[config.mk]
export PLATFORM = sky130hd
export DESIGN_NAME = exc_entry
export DESIGN_NICKNAME = d
export VERILOG_FILES = /design/src/rtl/exc_entry.sv
export SDC_FILE = /design/constraint.sdc
export NUM_CORES = 1
export LEC_CHECK = 0
export BUFFER_PORTS_ARGS = -buffer_cell sky130_fd_sc_hd__buf_2
export CAP_MARGIN = 20
export CORE_AREA = 2 2 285 287
export CTS_CLUSTER_DIAMETER = 50
export DETAILED_ROUTE_END_ITERATION = 8
export DIE_AREA = 0 0 287 289
export PLACE_DENSITY = 0.34
export SYNTH_ARGS = -nofsm -noshare
export SYNTH_HDL_FRONTEND = slang
export SYNTH_SLANG_ARGS = --single-unit
[constraint.sdc]
create_clock -name clk -period 4.8 [get_ports clk]
set_input_delay 0.96 -clock clk [delete_from_list [all_inputs] [get_ports clk]]
set_output_delay 0.96 -clock clk [all_outputs]
set_load 0.02 [all_outputs]
[src/rtl/exc_entry.sv]
module exc_entry #(
  parameter int NSRC = 8,
  parameter logic [31:0] VEC_GENERAL = 32'h8000_0180,
  parameter logic [31:0] VEC_REFILL  = 32'h8000_0000
) (
  input  logic             clk,
  input  logic             rst_n,
  input  logic [NSRC-1:0]  irq_src,
  input  logic [NSRC-1:0]  irq_mask,
  input  logic             exc_req,
  input  logic [2:0]       exc_kind,
  input  logic [4:0]       gen_code,
  input  logic [1:0]       gen_cop,
  input  logic [31:0]      pc,
  input  logic             in_delay,
  input  logic [63:0]      bad_addr,
  input  logic             tlb_hit,
  input  logic [31:0]      status_in,
  input  logic [31:0]      cause_in,
  input  logic [63:0]      context_in,
  input  logic [63:0]      xcontext_in,
  output logic             cause_ip2,
  output logic             redirect_vld,
  output logic [31:0]      redirect_pc,
  output logic [31:0]      cause_out,
  output logic [31:0]      status_out,
  output logic             we_epc,
  output logic [63:0]      epc_out,
  output logic             we_badvaddr,
  output logic [63:0]      badvaddr_out,
  output logic             we_context,
  output logic [63:0]      context_out,
  output logic             we_xcontext,
  output logic [63:0]      xcontext_out,
  output logic             we_entryhi,
  output logic [63:0]      entryhi_out
);

  localparam int ST_IE = 0, ST_EXL = 1, ST_ERL = 2;
  localparam int CA_BD = 31, CA_IP2 = 10;

  logic ip2_now, irq_ok, accept;
  logic is_ade, is_tlb, ade_wr, tlb_wr, exl_now, keep_epc;
  logic [31:0] epc32, vec_n, cause_n;
  logic [4:0]  code_n;
  logic [1:0]  cop_n;

  assign ip2_now  = |(irq_src & irq_mask);
  assign exl_now  = status_in[ST_EXL];
  assign irq_ok   = status_in[ST_IE] & ~exl_now & ~status_in[ST_ERL]
                  & |(status_in[15:8] & cause_in[15:8]);
  assign accept   = exc_req | irq_ok;

  assign is_ade   = exc_req & (exc_kind == 3'd1 || exc_kind == 3'd2);
  assign is_tlb   = exc_req & (exc_kind == 3'd3 || exc_kind == 3'd4);
  assign ade_wr   = exc_kind == 3'd2;
  assign tlb_wr   = exc_kind == 3'd4;
  assign keep_epc = is_tlb & exl_now;

  assign epc32 = in_delay ? pc - 32'd4 : pc;

  always_comb begin
    if (is_ade)      begin code_n = ade_wr ? 5'd5 : 5'd4; cop_n = 2'd0; end
    else if (is_tlb) begin code_n = tlb_wr ? 5'd3 : 5'd2; cop_n = 2'd0; end
    else if (exc_req) begin code_n = gen_code; cop_n = gen_cop; end
    else             begin code_n = 5'd0; cop_n = 2'd0; end
  end

  always_comb begin
    cause_n = cause_in;
    cause_n[6:2]   = code_n;
    cause_n[29:28] = cop_n;
    cause_n[CA_IP2] = ip2_now;
    if (!keep_epc) cause_n[CA_BD] = in_delay;
  end

  assign vec_n = (is_tlb && !exl_now && !tlb_hit) ? VEC_REFILL : VEC_GENERAL;

  always_ff @(posedge clk) begin
    if (!rst_n) begin
      cause_ip2    <= 1'b0;
      redirect_vld <= 1'b0;
      we_epc       <= 1'b0;
      we_badvaddr  <= 1'b0;
      we_context   <= 1'b0;
      we_xcontext  <= 1'b0;
      we_entryhi   <= 1'b0;
      redirect_pc  <= '0;
      cause_out    <= '0;
      status_out   <= '0;
      epc_out      <= '0;
      badvaddr_out <= '0;
      context_out  <= '0;
      xcontext_out <= '0;
      entryhi_out  <= '0;
    end else begin
      cause_ip2    <= ip2_now;
      redirect_vld <= accept;
      we_epc       <= accept & ~keep_epc;
      we_badvaddr  <= is_ade | is_tlb;
      we_context   <= is_ade | is_tlb;
      we_xcontext  <= is_ade;
      we_entryhi   <= is_tlb;
      if (accept) begin
        redirect_pc  <= vec_n;
        cause_out    <= cause_n;
        status_out   <= status_in | (32'd1 << ST_EXL);
        epc_out      <= {{32{epc32[31]}}, epc32};
        badvaddr_out <= bad_addr;
        context_out  <= {context_in[63:23], bad_addr[31:13], context_in[3:0]};
        xcontext_out <= {xcontext_in[63:33], bad_addr[62:61], bad_addr[39:13], xcontext_in[3:0]};
        entryhi_out  <= {32'd0, bad_addr[31:13], 13'd0};
      end
    end
  end

endmodule


# Word level (Yosys, flattened, before mapping)
# Cells that the tools add are included.
# word_totals
reg_bits	345
inputBits	319
wordCells	52
output_inout_bits	423
# classes
bitwise	14
add_sub_neg	1
n_eq_ne	4
reduce_logical	8
mux	11
# op_table
operator	count
$mux 32	1
$sub 32x3->32 const B	1
$and 8x8->8	2
$reduce_or 8->1	2
$mux 5	3
$mux 9	1
$and 1x1->1	7
$eq 3x2->1 const B	2
$mux 2	3
$eq 3x1->1 const B	1
$eq 3x3->1 const B	1
$mux 1	3
$not 1->1	3
$logic_and 1x1->1	2
$logic_not 1->1	2
$logic_or 1x1->1	2
$or 1x1->1	2

# Logic depth before layout (Yosys ltp)
# depth
depth_word	6
ltp_mapped	8
depth_no_buf	7

# Worst setup path before layout
# OpenSTA, ideal clock, no wires.
# synth_path
path_kind	input to register
from	in pc[3]
to	reg epc_out[23]
t_arrival_ns	2.411
n_path_buf	2
setup_ns	0.132
cell_stages	7
t_required_ns	4.668
setup_slack_ns	2.257
cell_sequence	or4b_1 > buf_2 > or2_1 > buf_6 > nor4_2 > xnor2_1 > a21oi_1
# synth_between
elab_chain_len	2
# synth_lines
item	line	rtl
from (decl)	14	input logic [31:0] pc,
$sub 32x3->32	60	assign epc32 = in_delay ? pc - 32'd4 : pc;
$mux 32	60	
to (signal assigned)	108	epc_out <= {{32{epc32[31]}}, epc32};
to (decl)	28	output logic [63:0] epc_out,
# No other way between the ends.
# A chain may end at the register's enable or synchronous reset.

# Worst setup path in the final report
# layout_path
from	in cause_in[12]
to	reg xcontext_out[39]
# layout_between
elab_chain_len	4
# layout_lines
item	line	rtl
from (decl)	19	input logic [31:0] cause_in,
$and 8x8->8	51	& |(status_in[15:8] & cause_in[15:8]);
$reduce_or 8->1	51	
$and 1x1->1	51	
$or 1x1->1	52	assign accept = exc_req | irq_ok;
to (signal assigned)	111	xcontext_out <= {xcontext_in[63:33], bad_addr[62:61], bad_addr[39:13], xcontext_in[3:0]};
to (decl)	34	output logic [63:0] xcontext_out,
# No other way between the ends.

==> metrics.txt <==
Root Driver=clkbuf_16; combinational share of power=15.1%; Worst Min Path Start=context_out[52]; RSZ-0062 raised after global routing=false; Port Buf Inserts=a little over 600; post-synth cell types=44; Slew Limit Headroom=40.1%; EDFF count, synth=0; Placeable Area=~0.080 mm^2; post-DR wirelength/cell=approximately 15 um; Tot Pwr=6.35 mW; Row Count=104; CP bufs+invs=3; Setup crit end kind=flop; vias in the first global route=9601; Via-to-Cell Ratio=between 3 and 4; Yosys warning total=0; Post-route DRC=0; pin count of the biggest net entering global routing=158; switching share of power=29.1%; Hold-fix buffers, CTS=0; Final setup viols=0; CP max stage delay=0.61 ns; Pleak=7.41 nW; FF-to-FF setup slack=3.55 ns; cell family with the largest share of critical-path delay=buffers and inverters; Synth area leaders=dfxtp_1 (45%), nand2_1 (14%), a21boi_0 (14%); antenna violations before repair=8; critical path depth=8; Worst R2R Path Depth=2; Post-Syn Instances=between 1000 and 1500; Clock power frac=49.3%; total setup buffers inserted after CTS=0; skew final=0 ns; Detailed Place HPWL=31000 um; Area Growth Syn to Fin=42.7%; TritonCTS clock tree=yes; worst-path cell chain=buf_2, a22oi_1, nand4_1, a31o_4, buf_12, buf_4, nand2_1, a21boi_0; share of layout cells above drive strength 1=38.5%; Critical Path Source Type=input port; mapped cell area=between 0.01 and 0.015 mm^2; top cell type's share of synthesized area=45.2%; Starting DRT DRC Count=306; GR Overflow Total=0; Final Hold Fails=0; synthesized area per cell=between 8 and 9 um^2; first-pass GRT wire length=about 60000 um; outcome=completed; Starting Density=13.7%; max_cap viols=0; Primary FF master, synth=dfxtp_1; Die Height=about 290 um; final max-slew violation count=0; crit path max fanout=between 80 and 90; post-synthesis sequential area ratio=45.2%; CTS max path bufs=3; post_cts resized=0; cell depth of the worst hold path=2; Worst Setup SP=cause_in[12]; Worst EP required=5.28 ns; fmax=344 MHz; Num CTS Buffers=45; kind of critical path=input port to flop; final critical-path required period=a little under 3 ns; fill cell count=9105; die width=287 um; Least-Margin Pin Slew=0.898 ns; launching point of the worst reg2reg path=epc_out[31]; Pre-Repair DR Iteration Count=4; Async SR Flop Fraction=0%; Setup TNS Final=0 ns; Internal=4.50 mW; clk slew on worst S/H paths=0.05 ns; die area=0.0829 mm^2; sequential share of power=35.6%; post-synth top area cell=dfxtp_1; worst min path class=flop to flop; clock sinks=247; Routed WL=42200 um; worst-skew pair later-pin latency=0.54 ns; Critical Path AT=3.39 ns; # IOs=about 740; Nets=2122; Yosys reg bits=approximately 250; post-route ant nets=0; NetSw=1.85 mW; PD cells=406 mW/mm^2; Tot GR Track Use=under 10%; # H-tree levels=2; routed via count=10200; Max VDD drop=0.211 mV; slowest cell on the critical path=a31o_4; fin crit share=60.5%; Routability Congestion=0.748
-- worst min-delay path: stages, from the launching register on --
cell and delay (ns):
dfxtp_1 0.30, nand2_1 0.04, a21boi_0 0.06
-- layout make-up --
class | instances | area [um^2] | share of cell area [%]
flip-flops and latches | 247 | 4940 | 31.7
multi-input cells | 881 | 4650 | 29.8
repair buffers | 623 | 3200 | 20.5
well taps | 1060 | 1330 | 8.49
clock buffers | 61 | 1290 | 8.25
clock inverters | 21 | 193 | 1.23
inverters | 4 | 15.0 | 0.0961
diodes | 2 | 5.00 | 0.0320
-- synth_stat cells (3+ instances only) --
| cell | instances |
|---|---|
| a31oi_1 | 3 |
| nand3_1 | 5 |
| o211a_1 | 11 |
| nor3_1 | 11 |
| xnor2_1 | 20 |
| nor2b_1 | 8 |
| nor4_2 | 4 |
| or4_1 | 3 |
| xor2_1 | 7 |
| inv_1 | 4 |
| a21oi_1 | 26 |
| and2_1 | 5 |
| nand4_1 | 5 |
| a22oi_1 | 13 |
| o21ai_0 | 25 |
| nand2_1 | 417 |
| a21boi_0 | 200 |
| dfxtp_1 | 247 |
| clkbuf_1 | 79 |
| nor2_1 | 15 |
| or3_1 | 4 |
| nor4_1 | 4 |
| buf_4 | 176 |
-- worst paths after layout --
kind	end
max	xcontext_out[39]
min	context_out[52]
max reg2reg	epc_out[31]
min reg2reg	context_out[52]
-- logic make-up after synthesis --
kind of cell	synth area share, %
AO/OA/AOI/OAI	18.8
buffers and inverters	15.1
adder cells (fa/ha/maj)	0.114
flip-flops	45.2
other	0.0343
XOR/XNOR	2.16
AND/OR/NAND/NOR	18.7
-- flip-flops by register name, indices dropped and copies added (netlist names) --
register	cells
badvaddr_out	64
context_out	45
xcontext_out	35
cause_out	32
epc_out	32
status_out	32
cause_ip2	1
redirect_pc	1
redirect_vld	1
we_context	1
we_entryhi	1
we_epc	1
we_xcontext	1
-- per-stage QoR --
stage	utilization, %	hold WS, ns	std cells	instance area, um^2	setup slack [ns]
3_3_place_gp	17.7	0.446	2815	14100	1.25
5_1_grt	19.6	0.472	2899	15600	1.69
4_1_cts	19.5	0.460	2897	15600	1.86
2_1_floorplan	-	0.539	1389	11200	2.26
6_report	19.6	0.455	2899	15600	1.90
3_5_place_dp	17.7	0.453	2815	14100	1.23
-- layout by cell type (no fill, tap or decap), drive strengths merged, types with 9 or more instances in the layout --
cell type / instances
buf: 623
o211a: 11
a21oi: 26
xnor2: 20
a21boi: 200
a22oi: 13
nor3: 11
o21ai: 25
nor2: 15
clkinv: 11
clkbuf: 61
nor4: 9
inv: 9
nand2: 417
dfxtp: 247
conb: 74
-- per-layer routing --
metal | vias up | routed length (um) | GRT usage [%]
met1 | 4657 | 16100 | 10.2
met3 | 72 | 3780 | 3.61
met2 | 419 | 21000 | 16.6
met4 | 6 | 1300 | 3.49
met5 | - | 41 | 0
li1 | 5031 | - | -
-- power groups by stage --
stage / sequential (mW) / combinational (mW) / clock [mW]
6_report: 2.26 / 0.959 / 3.13
5_1_grt: 2.28 / 1.05 / 3.36
4_1_cts: 2.26 / 0.982 / 3.28
3_5_place_dp: 2.30 / 0.980 / 0
3_3_place_gp: 2.30 / 0.980 / 0
2_1_floorplan: 2.46 / 0.503 / 0
Power figures use the tool's default switching activity.
